<file path="src/rtl/piso_pkg.sv">
package piso_pkg;
  typedef struct packed {
    logic load;
    logic shift;
  } stageStrobe_t;
endpackage

</file>
<file path="src/rtl/piso_ctrl.sv">
module piso_ctrl
  import piso_pkg::*;
(
  input  logic         clk,
  input  logic         rstN,
  input  logic         shiftLoadN,
  input  logic         inhibit,
  output stageStrobe_t strobe
);
  always_comb begin
    strobe.load  = ~shiftLoadN;
    strobe.shift = shiftLoadN & ~inhibit;
  end

  AST_LOAD_WINS: assert property (@(posedge clk) disable iff (!rstN)
    (!shiftLoadN && inhibit) |-> (strobe.load && !strobe.shift));
  AST_INHIBIT_BLOCKS: assert property (@(posedge clk) disable iff (!rstN)
    (shiftLoadN && inhibit) |-> !(strobe.load || strobe.shift));
endmodule

</file>
<file path="src/rtl/piso_datapath.sv">
module piso_datapath
  import piso_pkg::*;
#(
  parameter int WIDTH = 8
) (
  input  logic             clk,
  input  logic             rstN,
  input  stageStrobe_t     strobe,
  input  logic             serIn,
  input  logic [WIDTH-1:0] parIn,
  output logic             lastBit
);
  localparam int LAST = WIDTH - 1;

  logic [WIDTH-1:0] stages;
  logic [WIDTH-1:0] shiftSrc;

  assign shiftSrc[0] = serIn;
  for (genvar i = 1; i < WIDTH; i++) begin : g_chain
    assign shiftSrc[i] = stages[i-1];
  end

  for (genvar i = 0; i < WIDTH; i++) begin : g_stage
    always_ff @(posedge clk or negedge rstN) begin
      if (!rstN)             stages[i] <= 1'b0;
      else if (strobe.load)  stages[i] <= parIn[i];
      else if (strobe.shift) stages[i] <= shiftSrc[i];
    end
  end

  assign lastBit = stages[LAST];

  AST_LOAD_CAPTURE: assert property (@(posedge clk) disable iff (!rstN)
    strobe.load |=> (stages == $past(parIn)));
  AST_SHIFT_MOVE: assert property (@(posedge clk) disable iff (!rstN)
    (!strobe.load && strobe.shift) |=>
      (stages == {$past(stages[LAST-1:0]), $past(serIn)}));
  AST_HOLD_STATE: assert property (@(posedge clk) disable iff (!rstN)
    (!strobe.load && !strobe.shift) |=> $stable(stages));
endmodule

</file>
<file path="src/rtl/piso_shifter.sv">
module piso_shifter
  import piso_pkg::*;
#(
  parameter int WIDTH = 8
) (
  input  logic             clk,
  input  logic             rstN,
  input  logic             shiftLoadN,
  input  logic             inhibit,
  input  logic             serIn,
  input  logic [WIDTH-1:0] parIn,
  output logic             lastBit,
  output logic             lastBitN
);
  stageStrobe_t strobe;

  piso_ctrl i_ctrl (
    .clk        (clk),
    .rstN       (rstN),
    .shiftLoadN (shiftLoadN),
    .inhibit    (inhibit),
    .strobe     (strobe)
  );

  piso_datapath #(.WIDTH(WIDTH)) i_datapath (
    .clk     (clk),
    .rstN    (rstN),
    .strobe  (strobe),
    .serIn   (serIn),
    .parIn   (parIn),
    .lastBit (lastBit)
  );

  assign lastBitN = ~lastBit;

  AST_COMPLEMENT: assert property (@(posedge clk) disable iff (!rstN)
    lastBitN != lastBit);
  AST_RESET_ZERO: assert property (@(posedge clk)
    !rstN |-> (!lastBit && lastBitN));
endmodule

</file>
<file path="config.mk">
export PLATFORM = sky130hd
export DESIGN_NAME = piso_shifter
export DESIGN_NICKNAME = d
export VERILOG_FILES = /design/src/rtl/piso_pkg.sv /design/src/rtl/piso_ctrl.sv /design/src/rtl/piso_datapath.sv /design/src/rtl/piso_shifter.sv
export SDC_FILE = /design/constraint.sdc
export NUM_CORES = 1
export LEC_CHECK = 0
export BUFFER_PORTS_ARGS = -buffer_cell sky130_fd_sc_hd__buf_4
export CORE_AREA = 4 4 41 43
export CTS_BUF_LIST = sky130_fd_sc_hd__clkbuf_8
export CTS_CLUSTER_DIAMETER = 80
export DETAILED_ROUTE_END_ITERATION = 16
export DIE_AREA = 0 0 45 47
export GPL_ROUTABILITY_DRIVEN = 1
export PLACE_DENSITY = 0.54
export SYNTH_ARGS = -nofsm -noshare
export SYNTH_HDL_FRONTEND = slang
export SYNTH_SLANG_ARGS = --single-unit
</file>
<file path="constraint.sdc">
create_clock -name clk -period 1.2 [get_ports clk]
set_input_delay 0.12 -clock clk [delete_from_list [all_inputs] [get_ports clk]]
set_output_delay 0.12 -clock clk [all_outputs]
set_load 0.03 [all_outputs]
</file>
==> summary.md <==
| Metric | Value |
|---|---|
| Critical setup path kind | flip-flop to output port |
| Fill cells | 140 |
| Die width | 45 microns |
| GRT overflow | 0 |
| CP endpoint kind | output port |
| Synth top area cells | dfrtp_1 52%, mux2i_1 21%, a21oi_1 9.0% |
| EDFF count, synth | 0 |
| Final Hold Fails | 0 |
| Synth Instances | 36 |
| Die ar. | 2120 sq um |
| Final period util | 77.5% |
| Initial core utilization | 29.8% |
| Post-CTS sizing | 0 |
| Area delta synth->final | 37.4% |
| Post-DP HPWL | 551 microns |
| Clock Latency Late Sink | 220 ps |
| Buf/Inv on CP | 2 |
| Min Tclk post-route | 930 ps |
| Tightest Pin Transition | 168 ps |
| CP max stage delay | 380 ps |
| CP cell instances | inv_1 > buf_4 |
| I/O Pins | 15 |
| WP data arrival | 810 ps |
| Worst EP required | 1080 ps |
| Comb pwr share | 16.7% |
| Sequential Power Share | 41.7% |
| Yosys reg bits | 8 |
| Mapped Nets | 49 |
| Port Buffer Count | 14 |
| Clock skew | 0.922 ps |
| Synth Cell Area | 388 sq um |
| Max-Cap Viols | 0 |
| GP Congestion | 0.641 |
| First DRT Iteration DRCs | 0 |
| DRT Pass-1 Iters | 1 |
| Yosys top cell area share | 51.6% |
| Post-DP Area | 482 sq um |
| Crit path launch type | flip-flop |
| Yosys warnings | 0 |
| Global-route wire length before repair | 1150 microns |
| Wire per inst | 10.6 microns |
| Row cnt | 13 |
| PwrDens | 1410 nW/um^2 |
| Max FO, Critical Path | 3 |
| Clock H-tree levels | 1 |
| Peak VDD IR | 622 uV |
| Synth area leader | dfrtp_1 |
| Finished layout cell area | 533 sq um |
| FFs w/ async S/R, synth | 100% |
| Synth cell count leaders | 8 x dfrtp_1, 8 x mux2i_1, 8 x nor2_1, 7 x a21oi_1, 2 x buf_6 |
| Delay-heaviest family, CP | flip-flops |
| TritonCTS Buffers | 3 |
| Reg clk slew, reported paths | 40 ps |
| DRC viols | 0 |
| Outcome | complete, no violations |
| Vias in the first global route | 277 |
| Initial antenna violation count | 0 |
| Fin. max-slew vios | 0 |
| CTS tree | built |
| Ant diodes | 0 |
| Nets | 66 |
| # clock sinks | 8 |
| Post-synthesis cell type count | 8 |
| Switching power share of the total | 22.9% |
| Core box area | 1300 sq um |
| Slowest library cell on the worst path | dfrtp_1 |
| Wirelength, routed | 702 microns |
| Leakage power | 0.263 nW |
| # setup viols final | 0 |
| Vias | 287 |
| Top FF cell, synth | dfrtp_1 |
| Psw | 0.172 mW |
| Post-synthesis sequential area ratio | 51.6% |
| Max Fclk | 1.08 GHz |
| Clk pwr share | 41.6% |
| Total power | 0.753 mW |
| Remaining antenna violation count | 0 |
| Sum Neg Setup Slack | 0 ps |
| Setup Buffers After CTS | 0 |
| Int Pwr | 0.581 mW |
| Die height | 47 microns |
| Global Route Usage Sum | 8.14% |
| Layout cells sized above 1 | 35.3% |
| Syn avg cell area | 10.8 sq um |
| RSZ-0062 raised after global routing | false |
| CTS Hold Buffers Added | 1 |
| Largest net degree at the start of global routing | 17 |
| Root buffer cell | clkbuf_8 |
| Hold Path Class | input port to flip-flop |
| CTS max path bufs | 2 |
| Vias per inst | 4.35 |
| Rel. slew slack | 88.5% |
==> final cells by class <==
cell class | instances | area, sq um | share of cell area, %
Sequential cell | 8 | 200 | 37.6
Clock buffer | 3 | 41.3 | 7.75
Tap cell | 15 | 18.8 | 3.52
Multi-Input combinational cell | 24 | 154 | 28.9
Timing Repair Buffer | 15 | 115 | 21.6
Inverter | 1 | 3.75 | 0.704
==> placed cells by master, fill, tap and decap left out <==
| cell | instances |
|---|---|
| a21oi_1 | 7 |
| a21oi_2 | 1 |
| buf_4 | 14 |
| clkbuf_8 | 3 |
| dfrtp_1 | 8 |
| dlygate4sd3_1 | 1 |
| inv_1 | 1 |
| mux2i_1 | 8 |
| nor2_1 | 8 |
==> per-stage QoR <==
stage | std cells | hold WS (ps) | setup slack (ps) | utilization [%]
after floorplan | 36 | -176 | 351 | -
after global placement | 62 | -55.4 | 464 | 37.0
after detailed placement | 62 | -56.2 | 457 | 37.0
after CTS | 66 | 136 | 263 | 41.0
after global routing | 66 | 139 | 234 | 41.0
final | 66 | 137 | 270 | 41.0
==> state kept, by name, indices dropped and copies added (netlist names) <==
signal,cells
i_datapath.lastBit,1
i_datapath.shiftSrc,7
==> kinds of logic after synthesis <==
group | Yosys count | share of synthesized area, %
AOI/OAI and AO/OA | 8 | 11.3
buffers and inverters | 4 | 8.71
DFF | 8 | 51.6
muxes | 8 | 20.6
and+or+nand+nor | 8 | 7.74
==> metal layers <==
layer	routed length (microns)	part of all wire, %	vias up	global-route usage [%]
met5	0	0	-	0
met4	4	0.57	0	5.26
met3	68	9.7	2	4.60
met2	314	45	11	10.5
met1	314	45	120	10.3
li1	-	-	154	-
==> worst reg2reg max path, delay by kind of cell (launching register included) <==
family	cells	cell delay [ps]
flops	1	380
mux	1	160
compound gates	1	80
==> final timing paths <==
kind | startpoint | slack, ps | depth (start not counted) | to
max | i_datapath.lastBit | 270 | 2 | lastBitN
min in group asynchronous | rstN | 260 | 2 | i_datapath.shiftSrc[4]
min | parIn[0] | 140 | 3 | i_datapath.shiftSrc[1]
min reg2reg | i_datapath.shiftSrc[2] | 570 | 2 | i_datapath.shiftSrc[3]
max reg2reg | i_datapath.lastBit | 460 | 2 | i_datapath.lastBit
max in group asynchronous | rstN | 820 | 2 | i_datapath.shiftSrc[2]
==> power by group through the flow <==
stage               logic, mW  clock network [mW]  registers [mW]
floorplan              0.0732                   0           0.321
global placement        0.125                   0           0.317
detailed placement      0.126                   0           0.318
CTS                     0.128               0.321           0.315
global route            0.139               0.336           0.318
finish                  0.126               0.313           0.314
No activity file was read; power rests on OpenSTA's default activity.
